File: config.mk
export PLATFORM = sky130hd
export DESIGN_NAME = uart_xcvr
export DESIGN_NICKNAME = d
export VERILOG_FILES = /design/src/rtl/uart_xcvr_pkg.sv /design/src/rtl/uart_line_sync.sv /design/src/rtl/uart_tx_engine.sv /design/src/rtl/uart_rx_engine.sv /design/src/rtl/uart_xcvr.sv
export SDC_FILE = /design/constraint.sdc
export NUM_CORES = 1
export LEC_CHECK = 0
export BUFFER_PORTS_ARGS = -buffer_cell sky130_fd_sc_hd__buf_2
export CORE_ASPECT_RATIO = 1.75
export CORE_MARGIN = 1
export CORE_UTILIZATION = 28
export DETAILED_ROUTE_END_ITERATION = 10
export PLACE_DENSITY = 0.5
export RECOVER_POWER = 25
export SLEW_MARGIN = 20
export SYNTH_ARGS = -nofsm -noshare
export SYNTH_HDL_FRONTEND = slang
export SYNTH_HIERARCHICAL = 1
export SYNTH_SLANG_ARGS = --single-unit
File: constraint.sdc
create_clock -name clk -period 2.7 [get_ports clk]
set_clock_uncertainty 0.2 [all_clocks]
set_input_delay 0 -clock clk [delete_from_list [all_inputs] [get_ports clk]]
set_output_delay 0 -clock clk [all_outputs]
set_load 0.005 [all_outputs]
File: src/rtl/uart_xcvr_pkg.sv
package uart_xcvr_pkg;

  localparam int CHAR_MAX = 9;

  typedef enum logic [2:0] {
    PH_IDLE,
    PH_START,
    PH_DATA,
    PH_PAR,
    PH_STOP
  } phase_e;

  // Number of data bits for a length code (11 maps to 8)
  function automatic logic [3:0] char_bits(input logic [1:0] len);
    case (len)
      2'b00:   return 4'd7;
      2'b10:   return 4'd9;
      default: return 4'd8;
    endcase
  endfunction

  // Parity bit value that makes the total number of ones even (odd = 0) or odd (odd = 1)
  function automatic logic frame_parity(input logic [CHAR_MAX-1:0] d,
                                        input logic [3:0] nbits,
                                        input logic odd);
    logic p;
    p = odd;
    for (int i = 0; i < CHAR_MAX; i++) begin
      if (4'(i) < nbits) p = p ^ d[i];
    end
    return p;
  endfunction

endpackage

File: src/rtl/uart_line_sync.sv
module uart_line_sync #(
  parameter int STAGES = 2
) (
  input  logic clk,
  input  logic rst_n,
  input  logic din,
  output logic dout
);
  logic [STAGES-1:0] chain;

  always_ff @(posedge clk or negedge rst_n) begin
    if (!rst_n) chain <= '1;
    else        chain <= {chain[STAGES-2:0], din};
  end

  assign dout = chain[STAGES-1];
endmodule

File: src/rtl/uart_tx_engine.sv
module uart_tx_engine
  import uart_xcvr_pkg::*;
#(
  parameter int OVERSAMPLE = 16
) (
  input  logic                clk,
  input  logic                rst_n,
  input  logic                tick,
  input  logic                start,
  input  logic [CHAR_MAX-1:0] data,
  input  logic [1:0]          cfg_len,
  input  logic                par_en,
  input  logic                par_odd,
  input  logic                stop2,
  output logic                txd,
  output logic                busy
);
  localparam int CNT_W = $clog2(OVERSAMPLE);
  localparam logic [CNT_W-1:0] CNT_LAST = CNT_W'(OVERSAMPLE - 1);

  phase_e              state;
  logic [CNT_W-1:0]    cnt;
  logic [3:0]          idx;
  logic [3:0]          last_idx;
  logic [CHAR_MAX-1:0] data_q;
  logic                pen_q, par_q, stop2_q, stop_idx;

  // named events for the checks below
  logic       accept_w, bit_end_w, data_last_w;
  logic [3:0] idx_nxt;

  assign accept_w    = start && (state == PH_IDLE);
  assign bit_end_w   = tick && (state != PH_IDLE) && (cnt == CNT_LAST);
  assign data_last_w = (idx == last_idx);
  assign idx_nxt     = idx + 4'd1;
  assign busy        = (state != PH_IDLE);

  always_ff @(posedge clk or negedge rst_n) begin
    if (!rst_n) begin
      state    <= PH_IDLE;
      txd      <= 1'b1;
      cnt      <= '0;
      idx      <= '0;
      last_idx <= '0;
      data_q   <= '0;
      pen_q    <= 1'b0;
      par_q    <= 1'b0;
      stop2_q  <= 1'b0;
      stop_idx <= 1'b0;
    end else if (accept_w) begin
      state    <= PH_START;
      txd      <= 1'b0;
      cnt      <= '0;
      idx      <= '0;
      data_q   <= data;
      last_idx <= char_bits(cfg_len) - 4'd1;
      pen_q    <= par_en;
      par_q    <= frame_parity(data, char_bits(cfg_len), par_odd);
      stop2_q  <= stop2;
      stop_idx <= 1'b0;
    end else if (tick && state != PH_IDLE) begin
      if (!bit_end_w) begin
        cnt <= cnt + 1'b1;
      end else begin
        cnt <= '0;
        case (state)
          PH_START: begin
            state <= PH_DATA;
            idx   <= '0;
            txd   <= data_q[0];
          end
          PH_DATA: begin
            if (data_last_w) begin
              if (pen_q) begin
                state <= PH_PAR;
                txd   <= par_q;
              end else begin
                state <= PH_STOP;
                txd   <= 1'b1;
              end
            end else begin
              idx <= idx_nxt;
              txd <= data_q[idx_nxt];
            end
          end
          PH_PAR: begin
            state <= PH_STOP;
            txd   <= 1'b1;
          end
          PH_STOP: begin
            txd <= 1'b1;
            if (stop2_q && !stop_idx) stop_idx <= 1'b1;
            else                      state    <= PH_IDLE;
          end
          default: state <= PH_IDLE;
        endcase
      end
    end
  end

  assert_idle_high_R1: assert property (@(posedge clk) disable iff (!rst_n)
    !busy |-> txd);
  assert_accept_start_R1: assert property (@(posedge clk) disable iff (!rst_n)
    accept_w |=> (busy && !txd));
  assert_ignore_busy_R6: assert property (@(posedge clk) disable iff (!rst_n)
    (busy && start) |=> $stable(data_q));
  assert_parity_slot_R4: assert property (@(posedge clk) disable iff (!rst_n)
    (state == PH_PAR) |-> pen_q);
  assert_stop_line_R2: assert property (@(posedge clk) disable iff (!rst_n)
    (state == PH_STOP) |-> txd);
endmodule

File: src/rtl/uart_rx_engine.sv
module uart_rx_engine
  import uart_xcvr_pkg::*;
#(
  parameter int OVERSAMPLE = 16
) (
  input  logic                clk,
  input  logic                rst_n,
  input  logic                tick,
  input  logic                rx_s,
  input  logic [1:0]          cfg_len,
  input  logic                par_en,
  input  logic                par_odd,
  input  logic                stop2,
  input  logic                rd,
  output logic [CHAR_MAX-1:0] rx_data,
  output logic                rx_valid,
  output logic                err_par,
  output logic                err_frame,
  output logic                err_ovr
);
  localparam int CNT_W = $clog2(OVERSAMPLE);
  localparam logic [CNT_W-1:0] CNT_LAST = CNT_W'(OVERSAMPLE - 1);
  localparam logic [CNT_W-1:0] CNT_MID  = CNT_W'(OVERSAMPLE / 2 - 1);

  phase_e              state;
  logic [CNT_W-1:0]    cnt;
  logic [3:0]          idx;
  logic [3:0]          nbits_q;
  logic [CHAR_MAX-1:0] data_q;
  logic                pen_q, odd_q, stop2_q, stop_idx;
  logic                ferr_q, par_rx, prev_s;

  // named events
  logic fall_w, mid_w, sample_w, done_w, par_bad_w, frame_bad_w, false_start_w;

  assign fall_w        = tick && (state == PH_IDLE) && prev_s && !rx_s;
  assign mid_w         = tick && (state == PH_START) && (cnt == CNT_MID);
  assign false_start_w = mid_w && rx_s;
  assign sample_w      = tick && (state inside {PH_DATA, PH_PAR, PH_STOP}) && (cnt == CNT_LAST);
  assign done_w        = sample_w && (state == PH_STOP) && !(stop2_q && !stop_idx);
  assign par_bad_w     = pen_q && (par_rx != frame_parity(data_q, nbits_q, odd_q));
  assign frame_bad_w   = ferr_q || !rx_s;

  always_ff @(posedge clk or negedge rst_n) begin
    if (!rst_n) begin
      state    <= PH_IDLE;
      cnt      <= '0;
      idx      <= '0;
      nbits_q  <= 4'd8;
      data_q   <= '0;
      pen_q    <= 1'b0;
      odd_q    <= 1'b0;
      stop2_q  <= 1'b0;
      stop_idx <= 1'b0;
      ferr_q   <= 1'b0;
      par_rx   <= 1'b0;
      prev_s   <= 1'b1;
    end else if (tick) begin
      case (state)
        PH_IDLE: begin
          prev_s <= rx_s;
          if (fall_w) begin
            state    <= PH_START;
            cnt      <= '0;
            nbits_q  <= char_bits(cfg_len);
            pen_q    <= par_en;
            odd_q    <= par_odd;
            stop2_q  <= stop2;
            data_q   <= '0;
            ferr_q   <= 1'b0;
            stop_idx <= 1'b0;
          end
        end
        PH_START: begin
          if (!mid_w) begin
            cnt <= cnt + 1'b1;
          end else if (false_start_w) begin
            state  <= PH_IDLE;
            prev_s <= 1'b1;
          end else begin
            state <= PH_DATA;
            cnt   <= '0;
            idx   <= '0;
          end
        end
        PH_DATA: begin
          if (!sample_w) begin
            cnt <= cnt + 1'b1;
          end else begin
            cnt         <= '0;
            data_q[idx] <= rx_s;
            if (idx == nbits_q - 4'd1) state <= pen_q ? PH_PAR : PH_STOP;
            else                       idx   <= idx + 4'd1;
          end
        end
        PH_PAR: begin
          if (!sample_w) begin
            cnt <= cnt + 1'b1;
          end else begin
            cnt    <= '0;
            par_rx <= rx_s;
            state  <= PH_STOP;
          end
        end
        PH_STOP: begin
          if (!sample_w) begin
            cnt <= cnt + 1'b1;
          end else begin
            cnt <= '0;
            if (!done_w) begin
              stop_idx <= 1'b1;
              ferr_q   <= frame_bad_w;
            end else begin
              state  <= PH_IDLE;
              prev_s <= rx_s;
            end
          end
        end
        default: state <= PH_IDLE;
      endcase
    end
  end

  always_ff @(posedge clk or negedge rst_n) begin
    if (!rst_n) begin
      rx_data   <= '0;
      rx_valid  <= 1'b0;
      err_par   <= 1'b0;
      err_frame <= 1'b0;
      err_ovr   <= 1'b0;
    end else if (done_w) begin
      rx_data   <= data_q;
      rx_valid  <= 1'b1;
      err_par   <= par_bad_w;
      err_frame <= frame_bad_w;
      err_ovr   <= rx_valid && !rd;
    end else if (rd) begin
      rx_valid  <= 1'b0;
    end
  end

  assert_valid_on_done_R8: assert property (@(posedge clk) disable iff (!rst_n)
    done_w |=> rx_valid);
  assert_upper_zero_R8: assert property (@(posedge clk) disable iff (!rst_n)
    (done_w && nbits_q == 4'd7) |=> (rx_data[8:7] == 2'b00));
  assert_no_parity_err_R9: assert property (@(posedge clk) disable iff (!rst_n)
    (done_w && !pen_q) |=> !err_par);
  assert_overrun_R11: assert property (@(posedge clk) disable iff (!rst_n)
    (done_w && rx_valid && !rd) |=> err_ovr);
  assert_false_start_R7: assert property (@(posedge clk) disable iff (!rst_n)
    false_start_w |=> (state == PH_IDLE));
  assert_frame_low_R10: assert property (@(posedge clk) disable iff (!rst_n)
    (done_w && !rx_s) |=> err_frame);
endmodule

File: src/rtl/uart_xcvr.sv
module uart_xcvr
  import uart_xcvr_pkg::*;
#(
  parameter int OVERSAMPLE  = 16,
  parameter int SYNC_STAGES = 2
) (
  input  logic                clk,
  input  logic                rst_n,
  input  logic                tick16,
  input  logic [1:0]          cfg_len,
  input  logic                cfg_par_en,
  input  logic                cfg_par_odd,
  input  logic                cfg_stop2,
  input  logic [CHAR_MAX-1:0] tx_data,
  input  logic                tx_start,
  output logic                tx_busy,
  output logic                txd,
  input  logic                rxd,
  input  logic                rx_read,
  output logic [CHAR_MAX-1:0] rx_data,
  output logic                rx_valid,
  output logic                rx_err_parity,
  output logic                rx_err_frame,
  output logic                rx_err_overrun,
  output logic                rx_err_sum
);
  logic rx_s;

  uart_line_sync #(.STAGES(SYNC_STAGES)) u_sync (
    .clk(clk), .rst_n(rst_n), .din(rxd), .dout(rx_s)
  );

  uart_tx_engine #(.OVERSAMPLE(OVERSAMPLE)) u_tx (
    .clk(clk), .rst_n(rst_n), .tick(tick16), .start(tx_start), .data(tx_data),
    .cfg_len(cfg_len), .par_en(cfg_par_en), .par_odd(cfg_par_odd), .stop2(cfg_stop2),
    .txd(txd), .busy(tx_busy)
  );

  uart_rx_engine #(.OVERSAMPLE(OVERSAMPLE)) u_rx (
    .clk(clk), .rst_n(rst_n), .tick(tick16), .rx_s(rx_s),
    .cfg_len(cfg_len), .par_en(cfg_par_en), .par_odd(cfg_par_odd), .stop2(cfg_stop2),
    .rd(rx_read), .rx_data(rx_data), .rx_valid(rx_valid),
    .err_par(rx_err_parity), .err_frame(rx_err_frame), .err_ovr(rx_err_overrun)
  );

  assign rx_err_sum = rx_err_parity | rx_err_frame | rx_err_overrun;
endmodule

==> results.toml, run 1 <==
[outcome]
outcome = "finished with violations"
violations = "max-capacitance violations, max-slew violations"

[synth]
synth_mux_area_share_pct = 8.13
syn_area_per_cell_um2 = 10.2
netlist.area_leader.share_pct = 41.9
synthAdderAreaFrac_pct = 3.08
synth-compound-area-share_pct = 18.5
yosysMostFrequentCell = "dfrtp_1"
syn-instance-count = 398
synth_top_flop_cell = "dfrtp_1"
syn-cell-area_um2 = 4060
synth_cell_types = 68
syn-num-nets = 428
synth_commonest_cells = "68 x dfrtp_1, 43 x nand2_1, 26 x o21ai_0"
synth_top_cells_by_area = "dfrtp_1 42%, mux2_2 6.1%, nand2_1 4.0%"
yosysWarnings = 6
seq_area_frac_synth_pct = 45.1
synth_top_family_by_area = "compound AO/OA/AOI/OAI gates"
synthSimpleGateAreaFrac_pct = 15.9
synth_xor_area_share_pct = 5.64
async_reset_ff_share_pct = 100
synth_top_area_cell = "dfrtp_1"
synth_enable_flop_cells = 0
ys_ff_latch = 73

[critical_path]
r2r_cells = 6
crit_chain = "ha_1, and4_1, o211ai_2, nor3b_2, a21oi_1, a31o_2"
critical_path_class = "flop to flop"
crit_required_ns = 2.73
crit_fanout = 8
worstReg2RegStart = "u_rx/cnt[0]$_DFFE_PN0P_"
startpoint_type = "flop"
crit_family = "simple AND/OR/NAND/NOR gates"
crit_path_end_kind = "flop"
worstReg2RegEnd = "u_rx/data_q[7]$_DFFE_PN0P_"
path_buf_inv = 0
slowest_stage = "nor3b_2"
r2r_slack_ns = 0.32
cp.arrival_ns = 2.41
crit_path_max_incr_delay_ns = 0.47

[routing]
remaining_drc_errors = 0
drt-initial-drc-count = 106
drt-pass1-iter-count = 4
wl_per_cell_um = 14.9
num_vias = 3157
drt-total-wl_um = 9530
ant_nets = 0
avgViaCountPerCell = 4.95

[place]
finalWeightedCongestion = 0.854
hpwl_um = 7000
io_buffer_count = 35

[grt]
grt_usage_pct = 14.0
grt_pass1_wl_um = 16100
antenna_found_initial = 0
grt_pass1_vias = 3272
grt_overflow = 0
grt_start_max_net_pins = 74

[sta]
setup_tns_ns = 0
finalMaxSlewViolations = 74
finalCriticalPeriod_ns = 2.38
worst_pin_slew_ns = 1.84
hold_slack_ns = 0.0973
max_slew_margin_pct = -22.9
max_clock_freq_mhz = 421
finalCritPeriodShare_pct = 88.0
hold_viol = 0
setup_viol = 0
rsz0062_at_grt = "false"

[die]
core-area_um2 = 14000
start_util_pct = 28.9
die_y_um = 161
die_area_um2 = 15000
rows = 57
ios = 36
die_w_um = 93.0

[min_path]
hold_end = "u_sync/chain[0]$_DFF_PN1_"
holdPathStages = 2
hp-start = "rxd"
hp-class = "primary input to flop"

[final_layout]
area_growth_syn_to_layout_pct = 22.4
insertedDiodeCount = 0
drive_gt1_share_pct = 24.5
nets = 486

[cts]
insertion_delay_ns = 0.34
clk_pin_slew_ns = 0.06
cts_sinks = 73
cts-htree-levels = 3
post_cts_buffers = 0
post_cts_resized = 0
cts_tree = "done"
cts_root_buf = "clkbuf_16"
cts_buffers = 9
clk_path_buf_depth = 2

[run]
cap_violations = 1

[pwr]
power_density_nw_per_um2 = 930
vdd_drop_max_mv = 0.292
p_leak_nw = 2.27
-- where the power goes --
group	switching (mW)	total, mW	internal (mW)
sequential	0.287	1.67	1.38
combinational	0.866	1.58	0.715
clock	0.472	1.37	0.902
-- worst max-delay path by stage --
stage | end | cells past startpoint | slack, ns | startpoint
final | u_rx/data_q[7]$_DFFE_PN0P_ | 6 | 0.32 | u_rx/cnt[0]$_DFFE_PN0P_
after global routing | u_rx/data_q[4]$_DFFE_PN0P_ | 6 | 0.13 | u_rx/cnt[0]$_DFFE_PN0P_
after CTS | u_rx/data_q[7]$_DFFE_PN0P_ | 6 | 0.35 | u_rx/cnt[0]$_DFFE_PN0P_
after detailed placement | u_rx/data_q[7]$_DFFE_PN0P_ | 6 | 0.37 | u_rx/cnt[0]$_DFFE_PN0P_
after global placement | u_rx/data_q[4]$_DFFE_PN0P_ | 6 | 0.42 | u_rx/cnt[0]$_DFFE_PN0P_
after floorplan | u_rx/err_par$_DFFE_PN0P_ | 8 | 0.60 | u_rx/nbits_q[2]$_DFFE_PN0P_
-- per-stage QoR --
step           cell area [µm²]  power (mW)  std cells  utilization [%]  setup slack (ns)
2_1_floorplan             4060        2.82        398                -             0.599
3_3_place_gp              4440        3.22        603             31.6             0.417
3_5_place_dp              4440        3.26        603             31.6             0.366
4_1_cts                   4970        4.68        638             35.4             0.355
5_1_grt                   4970        4.95        638             35.4             0.135
6_report                  4970        4.62        638             35.4             0.324
-- repair_timing --
action | 4_1_cts | 5_1_grt
hold endpoints to repair | 103 | 0
hold buffers | 19 | 0
endpoints found under the setup margin | 0 | 0
-- per-layer routing --
metal / vias to the layer above / GRT usage [%] / routed length, µm
met5: - / 0 / 0
met3: 19 / 3.01 / 246
met2: 47 / 24.6 / 5010
met1: 1548 / 15.3 / 3900
met4: 0 / 8.18 / 375
li1: 1543 / - / -
-- layout make-up --
type,instances,area [µm²]
fill,1386,9080
multi-input combinational,294,2080
sequential,73,1830
timing repair buffer,63,430
clock buffer,9,225
tap,177,221
clock inverter,7,119
inverter,15,56.3
-- flip-flops by register name, summed over array words and instances (netlist names), 2 cells and up --
name	flops
u_rx/cnt	4
u_rx/data_q	9
u_rx/idx	4
u_rx/nbits_q	3
u_rx/rx_data	9
u_rx/state	3
u_sync/chain	2
u_tx/cnt	4
u_tx/data_q	9
u_tx/idx	4
u_tx/last_idx	3
u_tx/state	3
-- worst reg2reg max path, cell delays in order, from the launching register on --
cell and delay [ns]:
dfrtp_1 0.38, ha_1 0.26, and4_1 0.42, o211ai_2 0.17, nor3b_2 0.47, a21oi_1 0.14
a31o_2 0.22
-- cells by family (layout without fill, tap and decap cells) --
family	after synthesis	in the layout
muxes	29	29
AOI/OAI and AO/OA	107	107
adders and majority gates	10	10
and+or+nand+nor	125	125
xor gates and xnor gates	23	23
buffers and inverters	31	94
DFF	73	73
-- placed cells by master (no fill, tap or decap), types with 6 or more instances in the layout --
cell type / count
a31o_2: 8
mux2_2: 22
xor2_1: 9
clkbuf_16: 9
inv_1: 14
o21ai_0: 26
nor2_1: 23
nand2_1: 43
dfrtp_1: 68
buf_4: 9
a21oi_1: 23
nand2b_1: 8
nand3_1: 16
buf_2: 32
dlygate4sd3_1: 19
xnor2_1: 12
ha_1: 10
mux2i_1: 6
Power figures use the tool's default switching activity.
==> run 2, diff against run 1 <==
- PLACE_DENSITY: 0.5 -> 0.51
- clock period: 2.7 -> 2.12 ns (I/O delays scaled with it)
==> run 2 against run 1 <==
  * The flow now finishes without violations
  * Total power up 31%
  * Register-to-register slack worse by 0.27 ns
  * Sequential share of layout area down 1.9 points
  * Critical path type unchanged
  * Largest cell class unchanged
==> results.toml, run 2 (synthesis gave the netlist of run 1 again) <==
[outcome]
outcome = "finished clean"

[die]
ios = 36
rows = 57
die_w_um = 93.0
start_util_pct = 28.9
die_area_um2 = 15000
die_y_um = 161
core-area_um2 = 14000

[place]
placed_area_um2 = 4710
io_buffer_count = 35
dpl_worst_slack_ns = -0.0520
finalWeightedCongestion = 0.839
hpwl_um = 7410

[routing]
remaining_drc_errors = 0
avgViaCountPerCell = 5.01
drt-initial-drc-count = 135
wl_per_cell_um = 15.3
drt-total-wl_um = 10300
ant_nets = 0
num_vias = 3354
drt-pass1-iter-count = 4

[critical_path]
startpoint_type = "flop"
worstReg2RegEnd = "u_tx/idx[2]$_DFFE_PN0P_"
slowest_stage = "dfrtp_1"
crit_fanout = 4
r2r_cells = 7
crit_chain = "ha_1, and4_1, buf_4, nand2_1, or2_2, nor3b_1, a21o_1"
cp.arrival_ns = 2.13
crit_required_ns = 2.19
r2r_slack_ns = 0.05
crit_path_end_kind = "flop"
critical_path_class = "flop to flop"
worstReg2RegStart = "u_tx/cnt[0]$_DFFE_PN0P_"
crit_path_max_incr_delay_ns = 0.40

[sta]
rsz0062_at_grt = "true"
finalMaxSlewViolations = 0
fin_ws_ns = 0.0532
worst_pin_slew_ns = 0.728
finalCriticalPeriod_ns = 2.07
setup_tns_ns = 0
max_clock_freq_mhz = 484
hold_viol = 0
setup_viol = 0
max_slew_margin_pct = 51.5
finalCritPeriodShare_pct = 97.5

[cts]
cts_tree = "done"
clk_path_buf_depth = 2
cts-htree-levels = 3
cts_buffers = 9
post_cts_buffers = 0
cts_sinks = 73
insertion_delay_ns = 0.33
cts_root_buf = "clkbuf_16"
clk_pin_slew_ns = 0.06

[pwr]
vdd_drop_max_mv = 0.400
power_density_nw_per_um2 = 1150
p_leak_nw = 2.43

[final_layout]
nets = 518
insertedDiodeCount = 0
final_common_cell = "dfrtp_1"
reg_top3 = "u_rx/data_q (9), u_rx/rx_data (9), u_tx/data_q (9)"
final_cell_mix = "68 x dfrtp_1, 43 x nand2_1, 37 x buf_4, 34 x buf_2, 24 x o21ai_0"
drive_gt1_share_pct = 31.2
final_cell_area_um2 = 5240
area_growth_syn_to_layout_pct = 29.1

[min_path]
hp-class = "primary input to flop"
hold_end = "u_sync/chain[0]$_DFF_PN1_"
holdPathStages = 2
hp-start = "rxd"

[grt]
grt_pass1_wl_um = 17100
grt_pass1_vias = 3399
grt_overflow = 0
grt_start_max_net_pins = 29
grt_usage_pct = 14.7
antenna_found_initial = 0

[run]
cap_violations = 0
## run 2: cell types whose count changed in the layout (fill, tap and decap cells not counted), sizes merged
cell	before	now
clkbuf	12	16
bufinv	3	0
buf	41	73
clkinv	2	0
clkinvlp	2	3
## run 2: per-layer routing
layer	share of wire, %	global-route usage, %
met1	41	16.9
met2	54	25.8
met3	2.2	2.02
met4	3.0	8.39
met5	0	0
## run 2: critical path: cells and delay by family (launching register included)
kind / cells / cell delay [ns]
flip-flops: 1 / 0.40
buffers and inverters: 1 / 0.16
AO/OA/AOI/OAI: 1 / 0.13
adder cells (fa/ha/maj): 1 / 0.23
AND/OR/NAND/NOR: 4 / 0.88
## run 2: final cells by class
cell class,instances,area (µm²)
fill,1373,8810
timing repair buffer,95,692
tap,177,221
clock buffer,13,280
clock inverter,3,22.5
multi-input combinational,294,2140
inverter,15,56.3
sequential,73,1830
## run 2: power by group
part           total, mW  internal [mW]  leakage [nW]  switching (mW)
clock network       1.52          0.921         0.140           0.596
logic               2.43           1.18          1.34            1.25
registers           2.10           1.76         0.950           0.336
total               6.04           3.86          2.43            2.18
## run 2: per-stage QoR
stage / std cells / hold WS (ns) / power, mW / utilization (%)
global placement: 634 / -0.218 / 4.40 / 33.5
global route: 670 / 0.112 / 6.46 / 37.3
CTS: 670 / 0.0318 / 6.05 / 37.3
detailed placement: 634 / -0.212 / 4.44 / 33.5
floorplan: 398 / -0.496 / 3.60 / -
finish: 670 / 0.116 / 6.04 / 37.3
## run 2: how the worst max path moves through the flow
stage	start	cells after the start	endpoint	slack, ns
finish	u_tx/cnt[0]$_DFFE_PN0P_	7	u_tx/idx[2]$_DFFE_PN0P_	0.05
floorplan	u_rx/nbits_q[2]$_DFFE_PN0P_	8	u_rx/err_par$_DFFE_PN0P_	0.02
global placement	u_rx/nbits_q[2]$_DFFE_PN0P_	8	u_rx/err_par$_DFFE_PN0P_	0.02
global route	u_rx/nbits_q[3]$_DFFE_PN1P_	7	u_rx/idx[3]$_DFFE_PN0P_	-0.03
CTS	u_rx/cnt[0]$_DFFE_PN0P_	6	u_rx/idx[2]$_DFFE_PN0P_	0.003
detailed placement	u_rx/nbits_q[2]$_DFFE_PN0P_	8	u_rx/err_par$_DFFE_PN0P_	-0.05
## run 2: timing repair
item / 4_1_cts / 5_1_grt
hold buffers: 20 / 0
endpoints found under the setup margin: 4 / 18
resized for setup: 1 / 14
pin swaps: 2 / 2
hold endpoints to repair: 103 / 0
